**src/rtl/sfl_pkg.sv**
```systemverilog
package sfl_pkg;
    typedef enum logic [1:0] {
        LW_2    = 2'b00,
        LW_4    = 2'b01,
        LW_8    = 2'b10,
        LW_WIDE = 2'b11
    } lane_width_e;

    typedef enum logic [1:0] {RUN_IDLE, RUN_COUNT, RUN_HIT} run_state_e;
    typedef enum logic [1:0] {PD_IDLE, PD_BODY, PD_DONE} pd_state_e;
    typedef enum logic {RX_HUNT, RX_SYNCED} rx_state_e;
    typedef enum logic {TX_PASS, TX_FLOOD} tx_state_e;
endpackage

```
**src/rtl/sfl_lane_qual.sv**
```systemverilog
module sfl_lane_qual #(
    parameter int OBS_W = 8
) (
    input  logic [1:0]       width_cfg,
    input  logic [OBS_W-1:0] lanes,
    output logic             all_ones
);
    import sfl_pkg::*;

    localparam int ACT_W = $clog2(OBS_W + 1);

    logic [ACT_W-1:0] act_cnt;
    logic [OBS_W-1:0] lane_ok;

    always_comb begin
        unique case (lane_width_e'(width_cfg))
            LW_2:    act_cnt = ACT_W'(2);
            LW_4:    act_cnt = ACT_W'(4);
            default: act_cnt = ACT_W'(OBS_W);
        endcase
    end

    // A lane outside the configured width always counts as one.
    for (genvar i = 0; i < OBS_W; i++) begin : g_lane
        assign lane_ok[i] = lanes[i] | (ACT_W'(i) >= act_cnt);
    end

    assign all_ones = &lane_ok;
endmodule

```
**src/rtl/sfl_run_detect.sv**
```systemverilog
module sfl_run_detect #(
    parameter int RUN_BASE = 16
) (
    input  logic       clk,
    input  logic       rst_n,
    input  logic       link_reset,
    input  logic [1:0] width_cfg,
    input  logic       beat_valid,
    input  logic       beat_ones,
    output logic       run_hit
);
    import sfl_pkg::*;

    localparam int CNT_W = $clog2(RUN_BASE * 4 + 1);

    run_state_e       st_q, st_d;
    logic [CNT_W-1:0] cnt_q, cnt_d;
    logic [CNT_W-1:0] thr;

    always_comb begin
        unique case (lane_width_e'(width_cfg))
            LW_2:    thr = CNT_W'(RUN_BASE * 4);
            LW_4:    thr = CNT_W'(RUN_BASE * 2);
            default: thr = CNT_W'(RUN_BASE);
        endcase
    end

    always_comb begin
        st_d  = st_q;
        cnt_d = cnt_q;
        if (link_reset) begin
            st_d  = RUN_IDLE;
            cnt_d = '0;
        end else if (beat_valid) begin
            unique case (st_q)
                RUN_IDLE: begin
                    if (beat_ones) begin
                        st_d  = RUN_COUNT;
                        cnt_d = CNT_W'(1);
                    end
                end
                RUN_COUNT: begin
                    if (!beat_ones) begin
                        st_d  = RUN_IDLE;
                        cnt_d = '0;
                    end else begin
                        cnt_d = cnt_q + CNT_W'(1);
                        if (cnt_q + CNT_W'(1) >= thr) st_d = RUN_HIT;
                    end
                end
                RUN_HIT: st_d = RUN_HIT;
                default: st_d = RUN_IDLE;
            endcase
        end
    end

    always_ff @(posedge clk or negedge rst_n) begin
        if (!rst_n) begin
            st_q  <= RUN_IDLE;
            cnt_q <= '0;
        end else begin
            st_q  <= st_d;
            cnt_q <= cnt_d;
        end
    end

    always_comb run_hit = (st_q == RUN_HIT);
endmodule

```
**src/rtl/sfl_pkt_decode.sv**
```systemverilog
module sfl_pkt_decode #(
    parameter int PKT_BITS = 32
) (
    input  logic       clk,
    input  logic       rst_n,
    input  logic       link_reset,
    input  logic [1:0] width_cfg,
    input  logic       beat_valid,
    input  logic       beat_start,
    input  logic       beat_ones,
    output logic       pkt_hit
);
    import sfl_pkg::*;

    localparam int PC_W = $clog2(PKT_BITS / 2 + 1);

    pd_state_e       st_q, st_d;
    logic [PC_W-1:0] cnt_q, cnt_d;
    logic [PC_W-1:0] need;

    always_comb begin
        unique case (lane_width_e'(width_cfg))
            LW_2:    need = PC_W'(PKT_BITS / 2);
            LW_4:    need = PC_W'(PKT_BITS / 4);
            default: need = PC_W'(PKT_BITS / 8);
        endcase
    end

    always_comb begin
        st_d  = st_q;
        cnt_d = cnt_q;
        if (link_reset) begin
            st_d  = PD_IDLE;
            cnt_d = '0;
        end else begin
            unique case (st_q)
                PD_IDLE, PD_DONE: begin
                    st_d  = PD_IDLE;
                    cnt_d = '0;
                    if (beat_valid && beat_start && beat_ones) begin
                        st_d  = PD_BODY;
                        cnt_d = PC_W'(1);
                    end
                end
                PD_BODY: begin
                    if (beat_valid) begin
                        if (!beat_ones) begin
                            st_d  = PD_IDLE;
                            cnt_d = '0;
                        end else if (beat_start) begin
                            cnt_d = PC_W'(1);
                        end else if (cnt_q + PC_W'(1) == need) begin
                            st_d  = PD_DONE;
                            cnt_d = '0;
                        end else begin
                            cnt_d = cnt_q + PC_W'(1);
                        end
                    end
                end
                default: st_d = PD_IDLE;
            endcase
        end
    end

    always_ff @(posedge clk or negedge rst_n) begin
        if (!rst_n) begin
            st_q  <= PD_IDLE;
            cnt_q <= '0;
        end else begin
            st_q  <= st_d;
            cnt_q <= cnt_d;
        end
    end

    always_comb pkt_hit = (st_q == PD_DONE);
endmodule

```
**src/rtl/sfl_rx_state.sv**
```systemverilog
module sfl_rx_state (
    input  logic clk,
    input  logic rst_n,
    input  logic link_reset,
    input  logic run_hit,
    input  logic pkt_hit,
    output logic sync_detected
);
    import sfl_pkg::*;

    rx_state_e st_q, st_d;

    always_comb begin
        st_d = st_q;
        if (link_reset) begin
            st_d = RX_HUNT;
        end else begin
            unique case (st_q)
                RX_HUNT:   if (run_hit || pkt_hit) st_d = RX_SYNCED;
                RX_SYNCED: st_d = RX_SYNCED;
                default:   st_d = RX_HUNT;
            endcase
        end
    end

    always_ff @(posedge clk or negedge rst_n) begin
        if (!rst_n) st_q <= RX_HUNT;
        else        st_q <= st_d;
    end

    always_comb sync_detected = (st_q == RX_SYNCED);
endmodule

```
**src/rtl/sfl_tx_flood.sv**
```systemverilog
module sfl_tx_flood #(
    parameter int TX_W = 8
) (
    input  logic            clk,
    input  logic            rst_n,
    input  logic            link_reset,
    input  logic            err_req,
    input  logic [TX_W-1:0] data_in,
    output logic [TX_W-1:0] lanes_out,
    output logic            flood_active
);
    import sfl_pkg::*;

    tx_state_e st_q, st_d;

    always_comb begin
        st_d = st_q;
        if (link_reset) begin
            st_d = TX_PASS;
        end else begin
            unique case (st_q)
                TX_PASS:  if (err_req) st_d = TX_FLOOD;
                TX_FLOOD: st_d = TX_FLOOD;
                default:  st_d = TX_PASS;
            endcase
        end
    end

    always_ff @(posedge clk or negedge rst_n) begin
        if (!rst_n) st_q <= TX_PASS;
        else        st_q <= st_d;
    end

    always_comb begin
        flood_active = (st_q == TX_FLOOD);
        lanes_out    = flood_active ? {TX_W{1'b1}} : data_in;
    end
endmodule

```
**src/rtl/sync_flood_unit.sv**
```systemverilog
module sync_flood_unit #(
    parameter int OBS_W    = 8,
    parameter int RUN_BASE = 16,
    parameter int PKT_BITS = 32,
    parameter int TX_W     = 8
) (
    input  logic            clk,
    input  logic            rst_n,
    input  logic            link_reset,
    input  logic [1:0]      width_cfg,
    input  logic            rx_valid,
    input  logic            rx_pkt_start,
    input  logic [OBS_W-1:0] rx_lanes,
    input  logic            tx_err_req,
    input  logic [TX_W-1:0] tx_data_in,
    output logic [TX_W-1:0] tx_lanes_out,
    output logic            sync_detected,
    output logic            flood_active
);
    logic beat_ones;
    logic run_hit;
    logic pkt_hit;

    sfl_lane_qual #(.OBS_W(OBS_W)) u_qual (
        .width_cfg (width_cfg),
        .lanes     (rx_lanes),
        .all_ones  (beat_ones)
    );

    sfl_run_detect #(.RUN_BASE(RUN_BASE)) u_run (
        .clk        (clk),
        .rst_n      (rst_n),
        .link_reset (link_reset),
        .width_cfg  (width_cfg),
        .beat_valid (rx_valid),
        .beat_ones  (beat_ones),
        .run_hit    (run_hit)
    );

    sfl_pkt_decode #(.PKT_BITS(PKT_BITS)) u_pkt (
        .clk        (clk),
        .rst_n      (rst_n),
        .link_reset (link_reset),
        .width_cfg  (width_cfg),
        .beat_valid (rx_valid),
        .beat_start (rx_pkt_start),
        .beat_ones  (beat_ones),
        .pkt_hit    (pkt_hit)
    );

    sfl_rx_state u_rx (
        .clk           (clk),
        .rst_n         (rst_n),
        .link_reset    (link_reset),
        .run_hit       (run_hit),
        .pkt_hit       (pkt_hit),
        .sync_detected (sync_detected)
    );

    sfl_tx_flood #(.TX_W(TX_W)) u_tx (
        .clk          (clk),
        .rst_n        (rst_n),
        .link_reset   (link_reset),
        .err_req      (tx_err_req),
        .data_in      (tx_data_in),
        .lanes_out    (tx_lanes_out),
        .flood_active (flood_active)
    );
endmodule

```
**config.mk**
```make
export PLATFORM = sky130hd
export DESIGN_NAME = sync_flood_unit
export DESIGN_NICKNAME = d
export VERILOG_FILES = /design/src/rtl/sfl_pkg.sv /design/src/rtl/sfl_lane_qual.sv /design/src/rtl/sfl_run_detect.sv /design/src/rtl/sfl_pkt_decode.sv /design/src/rtl/sfl_rx_state.sv /design/src/rtl/sfl_tx_flood.sv /design/src/rtl/sync_flood_unit.sv
export SDC_FILE = /design/constraint.sdc
export NUM_CORES = 1
export LEC_CHECK = 0
export BUFFER_PORTS_ARGS = -buffer_cell sky130_fd_sc_hd__buf_2
export CORE_MARGIN = 2
export CORE_UTILIZATION = 57
export CTS_CLUSTER_SIZE = 28
export DETAILED_ROUTE_END_ITERATION = 8
export PLACE_DENSITY = 0.85
export SYNTH_ARGS = -nofsm -noshare
export SYNTH_HDL_FRONTEND = slang
export SYNTH_HIERARCHICAL = 1
export SYNTH_SLANG_ARGS = --single-unit
```
**constraint.sdc**
```tcl
create_clock -name clk -period 4.3 [get_ports clk]
set_input_delay 0 -clock clk [delete_from_list [all_inputs] [get_ports clk]]
set_output_delay 0 -clock clk [all_outputs]
set_load 0.01 [all_outputs]
```
; ---- Word-level counts from Yosys, hierarchy flattened
; Cells that the tools add are included.
[totals]
register_bits = 18
latch_bits = 0
ramBits = 0
rom_bits = 0
inputBits = 24
out_inout_bits = 10
mem_count = 0
[op_classes]
add_sub_neg = 2
mul = 0
n_div = 0
magnitude_cmp = 9
n_eq_ne = 11
n_shift = 0
muxes = 35
bitwise_logic = 10
reduce_logical = 15
[op_table]
columns = op, count
row1 = 7-bit 2-to-1 mux, 4
row2 = 7-bit case mux with 2 select lines, 2
row3 = 5-bit 2-to-1 mux, 5
row4 = 2-bit 2-to-1 mux, 10
row5 = 5-bit case mux with 2 select lines, 2
row6 = 3-bit by 4-bit >= comparator with 1-bit output (first input constant), 4
row7 = 4-bit != test (second input constant), 3
row8 = 3-bit AND reduction, 3
row9 = 1-bit by 4-bit >= comparator with 1-bit output (first input constant), 2
row10 = 2-bit by 4-bit >= comparator with 1-bit output (first input constant), 2
row11 = 8-bit 2-to-1 mux, 1
row12 = 1-bit OR, 8
row13 = 4-bit case mux with 2 select lines, 1
row14 = 8-bit AND reduction, 1
row15 = 7-bit by 1-bit adder with 7-bit output (second input constant), 1
row16 = 7-bit >= comparator, 1
row17 = 2-bit by 1-bit == test with 1-bit output (second input constant), 3
row18 = 2-bit logical NOT, 3
row19 = 1-bit 2-to-1 mux, 6
row20 = 2-bit case mux with 3 select lines, 1
row21 = 3-bit nonzero test, 2
row22 = 5-bit by 1-bit adder with 5-bit output (second input constant), 1
row23 = 5-bit == test, 1
row24 = 2-bit == test (second input constant), 2
row25 = 10 further kinds, 13

; ---- Logic depth before layout (Yosys ltp)
; Gate-level depths: netlist of the first run.
[logic_depth]
depth_word = 9
mapped_depth = 9
ltp_nobuf = 9

; ---- By module
; Netlist of the first run, hierarchy kept.
[modules_own_cells]
columns = module, instances, cells_each, area_per_inst_um2
row1 = sfl_run_detect, 1, 63, 614.3
row2 = sfl_pkt_decode, 1, 66, 581.8
row3 = sfl_tx_flood, 1, 10, 85.1
row4 = sfl_lane_qual, 1, 8, 63.8
row5 = sfl_rx_state, 1, 3, 33.8

; ---- Least setup slack after synthesis of the first run
; Ideal clock, no wire load.
[synth_timing]
path_type = input -> register
startpoint = input port width_cfg[0]
endpoint = register u_pkt.cnt_q[2]
t_arrival_ns = 1.818
path_slack_ns = 2.399
path_stages = 9
cell_sequence = or2_4 > ha_1 > a21oi_1 > a2111oi_2 > nand2_1 > or3_1 > nor2_1 > o21ai_0 > o21ai_0
[synth_via]
elab_chain_cells = 9
elab_cells_between_ends = 28
[synth_lines]
columns = item, line
row1 = "start, declared", sync_flood_unit.sv:10  ; input logic [1:0] width_cfg,
row2 = 2-bit by 1-bit == test with 1-bit output or 2-bit logical NOT (tied branches), sfl_lane_qual.sv:16  ; unique case (lane_width_e'(width_cfg))
row3 = 4-bit case mux with 2 select lines (*), sfl_lane_qual.sv:16
row4 = 1-bit by 4-bit >= comparator with 1-bit output (tied with other cells), sfl_lane_qual.sv:25  ; assign lane_ok[i] = lanes[i] | (ACT_W'(i) >= act_cnt);
row5 = 1-bit OR, sfl_lane_qual.sv:25
row6 = 8-bit AND reduction (*), sfl_lane_qual.sv:28  ; assign all_ones = &lane_ok;
row7 = net beat_ones, sync_flood_unit.sv:20  ; logic beat_ones;
row8 = 5-bit 2-to-1 mux (*), sfl_pkt_decode.sv:47  ; if (!beat_ones) begin
row9 = 5-bit 2-to-1 mux (*), sfl_pkt_decode.sv:46  ; if (beat_valid) begin
row10 = 5-bit case mux with 2 select lines (*), sfl_pkt_decode.sv:36  ; unique case (st_q)
row11 = 5-bit 2-to-1 mux (*), sfl_pkt_decode.sv:32  ; if (link_reset) begin
row12 = "end signal, assigned", sfl_pkt_decode.sv:71  ; cnt_q <= cnt_d;
row13 = "end, declared", sfl_pkt_decode.sv:18  ; logic [PC_W-1:0] cnt_q, cnt_d;
; Mark *: on every way through the listed nets, which the timed path passes. The rest lies on a longest branch. The select of a mux whose other input is x is not followed.
; A chain may end at the register's enable or synchronous reset.

; ---- Worst setup path after layout of the first run
; Ends and elaborated chain as after synthesis.

==> impl_metrics.csv, run 1 <==
group,metric,value,unit
synth,synth_area,0.00138,mm²
worst_setup_path,timing.rr.start,"u_run/cnt_q[0]",
hold_path,min_from,"link_reset",
floorplan,core_area,0.00225,mm²
synth,netlist-cell-type-count,56,
grt,grt_util_all_layers,22.6,%
grt,met3_usage,1.98,%
worst_setup_path,cp_num_buf_inv,1,
worst_setup_path,ff2ff_setup_slack,2.20,ns
synth,synth_top_family_by_area,"simple AND/OR/NAND/NOR gates",
pwr,p_leak,0.727,nW
floorplan,die_y,53.2,µm
drt,vias_per_cell,5.90,
floorplan,io_pins,34,
pwr,clkPwrFrac,31.2,%
pwr,p_comb_share,15.9,%
worst_setup_path,crit_chain,"buf_2, or2b_1, ha_1, a21oi_1, a2111oi_2, nand2_1, nor3_1, o211ai_1, o21ai_0",
sta,finalSetupTns,0,ns
clock_tree,cts_resized,0,
grt,grt.overflow.total,0,
sta,slew_headroom,40.0,%
synth,synth_seq_cells,18,
worst_setup_path,start_kind,"primary input",
sta,slew_viol_final,0,
floorplan,rows,17,
sta,max_freq,0.473,GHz
pwr,powerDensity,203,mW/mm²
worst_setup_path,critPathTopFamily,"compound AO/OA/AOI/OAI gates",
placed_design,gp_congestion,0.874,
synth,seq_area_frac_synth,32.7,%
synth,synth.area.mux_share,1.54,%
pwr,p_int,247,µW
floorplan,die_w,53.2,µm
worst_setup_path,cp-end-kind,"register",
clock_tree,cts_root_buf,"clkbuf_4",
drt,wl_per_cell,14.0,µm
clock_tree,cts_max_level,1,
sta,tightest_slew,0.898,ns
final_layout,layout-drive-gt1-share,28.6,%
clock_tree,clock_path_buffers,2,
status,outcome,"finished clean",
synth,synthCells,150,
synth,synth_edf_count,0,
floorplan,initial_utilization,61.2,%
synth,synth-simple-area-share,32.2,%
final_layout,area_delta_synth_final,16.9,%
grt,grt_max_degree,19,
hold_path,hold_end,"u_run/cnt_q[0]",
grt,grt_use_met1,27.9,%
final_layout,n_antenna_cell,0,
worst_setup_path,crit_slowest_cell,"a2111oi_2",
sta,setup-violations-final,0,
worst_setup_path,worstPathArrival,2.32,ns
drt,route.detailed.drc,0,
clock_tree,insertion_delay,0.29,ns
synth,avgSynthCellArea,9.19,µm²
sta,period_share,49.1,%
run,cap_violations,0,
pwr,vdd.ir_drop.worst,0.000260,V
sta,rsz0062_at_grt,"false",
placed_design,dp_cells,207,
drt,firstDrtPassIters,4,
clock_tree,post_cts_buffers,0,
hold_path,hold_depth,2,
synth,synth_compound_area_share,20.6,%
clock_tree,hold_buffers,2,
synth,synth_xor_xnor_area_share,4.99,%
synth,synth-async-reset-ratio,100,%
clock_tree,cts_tree,"yes",
worst_setup_path,worstPathMaxFanout,8,
clock_tree,numClockSinks,18,
drt,ant_nets,0,
synth,synthFlopType,"dfrtp_1",
sta,hold_violations,0,
drt,dr.first_iter.drc_count,30,
worst_setup_path,path_class,"in -> reg",
hold_path,worstHoldPathType,"in -> reg",
worst_setup_path,max_stage_delay,0.77,ns
worst_setup_path,reg2reg_depth,8,
final_layout,stdcell_count,213,
worst_setup_path,worstPathRequired,4.51,ns
worst_setup_path,r2r-end,"u_run/st_q[1]",
sta,period_minus_slack,2.11,ns
synth,synthAdderAreaFrac,5.44,%
synth,yosysWarnings,6,
floorplan,dieArea,0.00283,mm²
grt,grt_pass1_vias,1132,
drt,wl,2.97,mm
clock_tree,cts_buffers,3,
sta,finClkSkew,0.00147,ns
placed_design,port_buffers,33,
drt,vias,1257,
grt,grt_antenna_before_repair,0,
pwr,switching_share,24.6,%
pwr,power_switching,80.6,µW
pwr,seq_power_share,52.9,%
final_layout,nets,216,
grt,grt_busiest_layer,"met2",
grt,grt_pass1_wl,4.66,mm
clock_tree,clk_pin_slew_worst_paths,0.10,ns
grt,met2_usage,40.8,%
synth,syn-num-nets,180,
placed_design,hpwl,2.20,mm
worst max-delay path by stage:
stage / to / startpoint / cells after the start
2_1_floorplan: u_pkt/cnt_q[2] / width_cfg[0] / 9
3_3_place_gp: u_pkt/cnt_q[2] / width_cfg[0] / 9
3_5_place_dp: u_pkt/cnt_q[2] / width_cfg[0] / 9
4_1_cts: u_pkt/cnt_q[2] / width_cfg[0] / 9
5_1_grt: u_pkt/cnt_q[2] / width_cfg[0] / 9
6_report: u_pkt/cnt_q[2] / width_cfg[0] / 9
worst register-to-register path: stages, from the launching register on:
cell and delay (ns):
dfrtp_1 0.41, ha_1 0.21, and2_1 0.19, nand4_1 0.14, xnor2_1 0.17, ha_1 0.24
nor4b_4 0.25, o211ai_1 0.15, a32o_1 0.23
area by class of cell:
class | instances | area [µm²]
multi-input combinational | 125 | 893
fill | 186 | 643
sequential | 18 | 450
timing repair buffer | 35 | 185
clock buffer | 4 | 36.3
tap | 28 | 35.0
inverter | 3 | 11.3
power by group through the flow:
stage	clock (mW)	sequential, mW	combinational, mW
6_report	0.102	0.173	0.0520
5_1_grt	0.111	0.174	0.0583
4_1_cts	0.107	0.173	0.0521
3_5_place_dp	0	0.177	0.0506
3_3_place_gp	0	0.176	0.0489
2_1_floorplan	0	0.177	0.0241
sequential cells by signal (all words and copies together) (netlist names):
signal,count
u_tx/flood_active,1
u_run/st_q,2
u_pkt/cnt_q,5
u_pkt/st_q,2
u_rx/sync_detected,1
u_run/cnt_q,7
metrics by stage:
stage / util (%) / power [mW] / hold WS, ns / setup WS (ns) / area, µm²
floorplan: - / 0.201 / -0.296 / 2.40 / 1380
global placement: 69.0 / 0.225 / -0.0511 / 2.03 / 1560
detailed placement: 69.0 / 0.227 / -0.0422 / 1.92 / 1560
CTS: 71.5 / 0.333 / 0.0000957 / 2.20 / 1610
global route: 71.5 / 0.343 / 0.0377 / 1.94 / 1610
finish: 71.5 / 0.327 / 0.0209 / 2.19 / 1610
kinds of logic after synthesis:
kind of cell,after synthesis
flip-flops,18
buffers and inverters,7
multiplexers,2
AO/OA/AOI/OAI,36
AND/OR/NAND/NOR,74
XOR/XNOR,7
adder cells (fa/ha/maj),6
cells in the final DEF (no fill, tap or decap), types with 2 or more instances in the layout:
cell type      netlist  layout
a2111oi_2            2       2
a21oi_1              3       3
a22o_1               3       3
a32o_1               2       2
and3_1               2       2
buf_2                1      33
clkbuf_4             0       3
dfrtp_1             18      18
dlygate4sd3_1        0       2
ha_1                 6       6
inv_1                3       3
nand2_1             19      19
nand2b_1             5       5
nand3_1              3       3
nand4_1              2       2
nor2_1               8       8
nor2b_1              5       5
nor3_1               4       4
o211ai_1             2       2
o21ai_0             10      10
or2_1                9       9
or2b_1               2       2
xnor2_1              4       4
xor2_1               2       2
cells in the mapped netlist (2+ instances only):
cell        n  area, µm²
nor2b_1     5       31.3
xnor2_1     4       35.0
nand4_1     2       12.5
xor2_1      2       17.5
o21ai_0    10       50.1
clkbuf_1    2       7.51
nand2_1    19       71.3
or2b_1      2       15.0
inv_1       3       11.3
a22o_1      3       26.3
o211ai_1    2       15.0
nand3_1     3       15.0
or2_1       9       56.3
nand2b_1    5       31.3
a21oi_1     3       15.0
a2111oi_2   2       30.0
nor2_1      8       30.0
dfrtp_1    18        450
ha_1        6       75.1
nor3_1      4       20.0
a32o_1      2       20.0
and3_1      2       12.5
routing by layer:
| metal | part of all wire (%) | up-vias |
|---|---|---|
| met4 | 0.57 | 0 |
| met2 | 47 | 51 |
| met3 | 7.1 | 2 |
| li1 | - | 615 |
| met5 | 0 | - |
| met1 | 45 | 589 |
No activity file was read; power rests on OpenSTA's default activity.
==> inputs of run 2 (changes only) <==
--- a/config.mk
+++ b/config.mk
@@ -7,10 +7,10 @@
 export LEC_CHECK = 0
 export BUFFER_PORTS_ARGS = -buffer_cell sky130_fd_sc_hd__buf_2
 export CORE_MARGIN = 2
-export CORE_UTILIZATION = 57
+export CORE_UTILIZATION = 53
 export CTS_CLUSTER_SIZE = 28
 export DETAILED_ROUTE_END_ITERATION = 8
-export PLACE_DENSITY = 0.85
+export PLACE_DENSITY = 0.79
 export SYNTH_ARGS = -nofsm -noshare
 export SYNTH_HDL_FRONTEND = slang
 export SYNTH_HIERARCHICAL = 1
==> constraint.sdc (replaced) <==
create_clock -name clk -period 2.06 [get_ports clk]
set_input_delay 0 -clock clk [delete_from_list [all_inputs] [get_ports clk]]
set_output_delay 0 -clock clk [all_outputs]
set_load 0.01 [all_outputs]
==> run 2 against run 1 <==
Compared with the run above: power rose by 110%; critical path depth fell by 1; hold slack improved by 0.050 ns; count of clock-buffer cells in the layout did not move; first-iteration DRC count rose by 3.3%; sequential power rose by 110%; critical path type is now reg -> reg; highest routed layer unchanged.
==> impl_metrics.csv, run 2 (same netlist as run 1, synthesis figures left out) <==
group,metric,value,unit
hold_path,worstHoldPathType,"in -> reg",
clock_tree,cts_buffers,3,
worst_setup_path,timing.rr.start,"u_run/cnt_q[0]",
worst_setup_path,cp-endpoint,"u_run/st_q[1]",
pwr,switching_share,25.7,%
sta,slew_headroom,72.4,%
worst_setup_path,path_common_cell,"ha_2",
sta,tightest_slew,0.414,ns
grt,grt_max_degree,19,
clock_tree,clk_pin_slew_worst_paths,0.11,ns
worst_setup_path,r2r-end,"u_run/st_q[1]",
pwr,p_comb_share,16.8,%
grt,grt_antenna_before_repair,0,
clock_tree,cts_max_level,1,
final_layout,area_delta_synth_final,23.0,%
pwr,power_switching,181,µW
final_layout,largest_reg_flops,7,
final_layout,layout-drive-gt1-share,33.7,%
grt,grt_util_all_layers,23.6,%
pwr,p_leak,0.767,nW
worst_setup_path,worstPathRequired,2.25,ns
worst_setup_path,ff2ff_setup_slack,0.01,ns
floorplan,core_area,0.00248,mm²
drt,wl,3.32,mm
worst_setup_path,worstPathArrival,2.24,ns
run,cap_violations,0,
grt,grt.overflow.total,0,
final_layout,top_register,"u_run/cnt_q",
final_layout,mostFrequentLayoutCell,"buf_2",
clock_tree,insertion_delay,0.30,ns
status,outcome,"finished clean",
floorplan,initial_utilization,55.7,%
pwr,vdd.ir_drop.worst,0.000481,V
pwr,powerDensity,414,mW/mm²
worst_setup_path,crit_slowest_cell,"dfrtp_1",
worst_setup_path,path_class,"reg -> reg",
drt,vias_per_cell,5.87,
worst_setup_path,worstPathMaxFanout,5,
floorplan,die_w,55.0,µm
grt,grt_pass1_wl,5.11,mm
sta,setup-violations-final,0,
grt,grt_busiest_layer,"met2",
clock_tree,cts_root_buf,"clkbuf_4",
grt,met2_usage,43.5,%
worst_setup_path,crit_start,"u_run/cnt_q[0]",
floorplan,io_pins,34,
grt,grt_use_met1,26.2,%
worst_setup_path,reg2reg_depth,8,
sta,layout_setup_ws,0.0130,ns
final_layout,n_antenna_cell,0,
final_layout,nets,224,
worst_setup_path,start_kind,"register",
sta,max_freq,0.489,GHz
final_layout,mostFrequentLayoutCells,"buf_2 (33), nand2_1 (19), dfrtp_1 (18)",
clock_tree,cts_tree,"yes",
placed_design,pre_cts_ws,0.0133,ns
sta,rsz0062_at_grt,"true",
drt,ant_nets,0,
sta,finClkSkew,0.00181,ns
pwr,seq_power_share,51.7,%
floorplan,dieArea,0.00303,mm²
sta,period_share,99.4,%
drt,wl_per_cell,14.9,µm
placed_design,port_buffers,33,
floorplan,rows,18,
drt,route.detailed.drc,0,
worst_setup_path,max_stage_delay,0.43,ns
drt,vias,1310,
drt,dr.first_iter.drc_count,31,
sta,slew_viol_final,0,
grt,grt_pass1_vias,1249,
pwr,p_int,521,µW
worst_setup_path,cp-end-kind,"register",
pwr,clkPwrFrac,31.6,%
clock_tree,clock_path_buffers,2,
floorplan,die_y,55.0,µm
drt,firstDrtPassIters,4,
sta,period_minus_slack,2.05,ns
placed_design,hpwl,2.46,mm
hold_path,hold_depth,3,
grt,met3_usage,3.23,%
sta,whs,0.0711,ns
clock_tree,numClockSinks,18,
worst_setup_path,crit_chain,"ha_2, and2_4, nand4_1, xnor2_1, ha_2, o21ai_2, o211ai_1, a32o_1",
placed_design,gp_congestion,0.823,
final_layout,top_regs,"u_run/cnt_q x7, u_pkt/cnt_q x5",
hold_path,min_from,"rx_pkt_start",
sta,hold_violations,0,
==> run 2: final cells by class <==
class | count | area, µm²
Inverter | 3 | 11.3
Sequential cell | 18 | 450
Tap cell | 30 | 37.5
Fill cell | 205 | 782
Clock buffer | 4 | 36.3
Timing Repair Buffer | 43 | 248
Multi-Input combinational cell | 125 | 912
==> run 2: metrics by stage <==
stage          cells  utilization (%)  instance area (µm²)  setup TNS, ns  power [mW]
3_5_place_dp     213             64.1                 1590              0       0.481
3_3_place_gp     213             64.1                 1590              0       0.474
2_1_floorplan    150                -                 1380              0       0.419
6_report         223             68.4                 1700              0       0.702
5_1_grt          223             68.4                 1700        -0.0962       0.738
4_1_cts          220             67.1                 1660              0       0.705
==> run 2: what timing repair did <==
action | CTS | global route
buffers inserted | 0 | 3
endpoints found under the hold margin | 21 | 0
resized for setup | 1 | 6
pin swaps | 0 | 7
hold buffers | 3 | 0
setup endpoints to repair | 1 | 2
==> run 2: how the worst min path moves through the flow <==
stage | end | slack (ns)
2_1_floorplan | u_pkt/cnt_q[0] | -0.30
3_3_place_gp | u_run/cnt_q[5] | -0.04
3_5_place_dp | u_run/cnt_q[5] | -0.05
4_1_cts | u_pkt/st_q[1] | 0.05
5_1_grt | u_pkt/st_q[1] | 0.07
6_report | u_pkt/st_q[1] | 0.07
==> run 2: worst max-delay path, delay by kind of cell, from the launching register on <==
kind,cells,cell delay (ns)
AOI/OAI and AO/OA,3,0.47
xor gates and xnor gates,1,0.23
adders and majority gates,2,0.55
DFF,1,0.43
and+or+nand+nor,2,0.27
==> run 2: routing by layer <==
| layer | wire length (µm) | up-vias |
|---|---|---|
| met4 | 19 | 0 |
| li1 | - | 630 |
| met2 | 1830 | 33 |
| met5 | 0 | - |
| met1 | 1350 | 645 |
| met3 | 127 | 2 |
==> run 2: power by group through the flow <==
stage | clock network, mW | registers (mW) | logic (mW)
floorplan | 0 | 0.368 | 0.0503
global placement | 0 | 0.368 | 0.106
detailed placement | 0 | 0.369 | 0.112
CTS | 0.227 | 0.362 | 0.116
global route | 0.242 | 0.363 | 0.133
finish | 0.222 | 0.362 | 0.118
==> inputs of run 3 (changes only) <==
--- a/config.mk
+++ b/config.mk
@@ -6,6 +6,7 @@
 export NUM_CORES = 1
 export LEC_CHECK = 0
 export BUFFER_PORTS_ARGS = -buffer_cell sky130_fd_sc_hd__buf_2
+export CORE_ASPECT_RATIO = 1.75
 export CORE_MARGIN = 2
 export CORE_UTILIZATION = 53
 export CTS_CLUSTER_SIZE = 28
==> run 3 against run 2 <==
Compared with the run above: global-route usage up 1.2 points; fmax up 3.2%; largest cell class unchanged; highest routed layer unchanged; critical path depth unchanged; critical endpoint unchanged; hold slack worse by 0.029 ns.
==> impl_metrics.csv, run 3 (same netlist as run 1, synthesis figures left out) <==
group,metric,value,unit
status,outcome,"finished clean",
final_layout,stdcell_count,216,
worst_setup_path,cp-endpoint,"u_run/st_q[1]",
worst_setup_path,crit_start,"u_run/cnt_q[0]",
sta,period_minus_slack,1.98,ns
clock_tree,insertion_delay,0.26,ns
sta,hold_violations,0,
drt,wl,3.59,mm
final_layout,mostFrequentLayoutCell,"buf_2",
pwr,finalPower,770,µW
clock_tree,cts_max_level,1,
worst_setup_path,reg2reg_depth,8,
grt,grt_pass1_vias,1372,
worst_setup_path,start_kind,"register",
worst_setup_path,timing.rr.start,"u_run/cnt_q[0]",
final_layout,area_delta_synth_final,23.9,%
worst_setup_path,worstPathMaxFanout,5,
sta,finalSetupTns,0,ns
final_layout,fill_cells,208,
final_layout,mostFrequentLayoutCells,"buf_2 (33), nand2_1 (19), dfrtp_1 (18)",
floorplan,initial_utilization,55.3,%
sta,tightest_slew,0.457,ns
floorplan,rows,24,
worst_setup_path,ff2ff_setup_slack,0.08,ns
drt,firstDrtPassIters,4,
worst_setup_path,path_class,"reg -> reg",
final_layout,top_regs,"u_run/cnt_q x7, u_pkt/cnt_q x5",
final_layout,layout-drive-gt1-share,34.2,%
sta,max_freq,0.504,GHz
pwr,powerDensity,451,mW/mm²
worst_setup_path,r2r-end,"u_run/st_q[1]",
drt,vias,1302,
placed_design,dp_cells,209,
drt,wl_per_cell,16.6,µm
drt,ant_nets,0,
clock_tree,cts_root_buf,"clkbuf_8",
floorplan,die_y,71.5,µm
clock_tree,numClockSinks,18,
drt,route.detailed.drc,0,
floorplan,io_pins,34,
worst_setup_path,crit_chain,"ha_2, and2_4, nand4_1, xnor2_2, ha_4, nor4b_4, o211ai_1, a32o_1",
drt,dr.first_iter.drc_count,30,
clock_tree,cts_tree,"yes",
sta,setup-violations-final,0,
clock_tree,clk_pin_slew_worst_paths,0.07,ns
pwr,vdd.ir_drop.worst,0.000481,V
final_layout,nets,221,
hold_path,min_from,"link_reset",
hold_path,worstHoldPathType,"in -> reg",
clock_tree,clock_path_buffers,2,
drt,vias_per_cell,6.03,
sta,slew_headroom,69.4,%
grt,grt_pass1_wl,5.81,mm
placed_design,port_buffers,33,
final_layout,top_register,"u_run/cnt_q",
worst_setup_path,cp-end-kind,"register",
placed_design,gp_congestion,0.814,
worst_setup_path,crit_slowest_cell,"dfrtp_1",
sta,period_share,96.3,%
clock_tree,cts_buffers,3,
grt,grt_antenna_before_repair,0,
placed_design,hpwl,2.68,mm
floorplan,core_area,0.00249,mm²
final_layout,n_antenna_cell,0,
run,cap_violations,0,
grt,grt.overflow.total,0,
floorplan,die_w,42.6,µm
floorplan,dieArea,0.00304,mm²
pwr,p_leak,0.766,nW
sta,slew_viol_final,0,
worst_setup_path,worstPathRequired,2.21,ns
worst_setup_path,worstPathArrival,2.14,ns
sta,finClkSkew,0.00612,ns
sta,whs,0.0423,ns
worst_setup_path,max_stage_delay,0.41,ns
grt,grt_max_degree,19,
sta,rsz0062_at_grt,"true",
grt,grt_util_all_layers,24.8,%
final_layout,largest_reg_flops,7,
[run 3: what timing repair did]
item	CTS	global route
setup endpoints to repair	0	2
setup buffers	0	1
endpoints found under the hold margin	19	0
hold buffers	2	0
resized for setup	0	10
[run 3: worst min path at each step]
stage | endpoint | slack, ns | depth (start not counted)
floorplan | u_pkt/cnt_q[0] | -0.30 | 0
global route | u_run/cnt_q[0] | 0.06 | 2
detailed placement | u_pkt/cnt_q[4] | -0.04 | 1
CTS | u_run/cnt_q[0] | 0.04 | 2
global placement | u_pkt/cnt_q[2] | -0.05 | 1
finish | u_run/cnt_q[0] | 0.04 | 2
[run 3: where the power goes]
part           total [mW]  internal, mW  switching [mW]
Combinational       0.117        0.0554          0.0619
Sequential          0.363         0.357         0.00603
Clock               0.290         0.170           0.120
[run 3: stage by stage]
| step | setup WS (ns) | util, % | area (µm²) |
|---|---|---|---|
| after floorplan | 0.159 | - | 1380 |
| after global placement | 0.118 | 63.5 | 1580 |
| after detailed placement | 0.0553 | 63.5 | 1580 |
| after CTS | 0.0520 | 66.5 | 1660 |
| after global routing | -0.0422 | 68.5 | 1710 |
| final | 0.0757 | 68.5 | 1710 |
[run 3: layout make-up]
| class | instances | area, µm² | share of cell area, % |
|---|---|---|---|
| tap | 26 | 32.5 | 1.90 |
| clock buffer | 4 | 55.1 | 3.22 |
| multi-input combinational | 125 | 936 | 54.8 |
| sequential | 18 | 450 | 26.4 |
| inverter | 3 | 11.3 | 0.659 |
| timing repair buffer | 40 | 223 | 13.0 |
[run 3: critical path: cells and delay by family (launching register included)]
kind / cells / cell delay (ns)
flops: 1 / 0.41
simple gates: 3 / 0.49
xor+xnor: 1 / 0.20
compound gates: 2 / 0.38
fa+ha+maj: 2 / 0.39
[run 3: per-layer routing]
| metal | GRT usage, % | vias up | share of wire [%] |
|---|---|---|---|
| met3 | 2.77 | 10 | 3.3 |
| met2 | 48.9 | 41 | 59 |
| met1 | 24.6 | 626 | 35 |
| li1 | - | 625 | - |
| met5 | 0 | - | 0 |
| met4 | 11.5 | 0 | 2.1 |
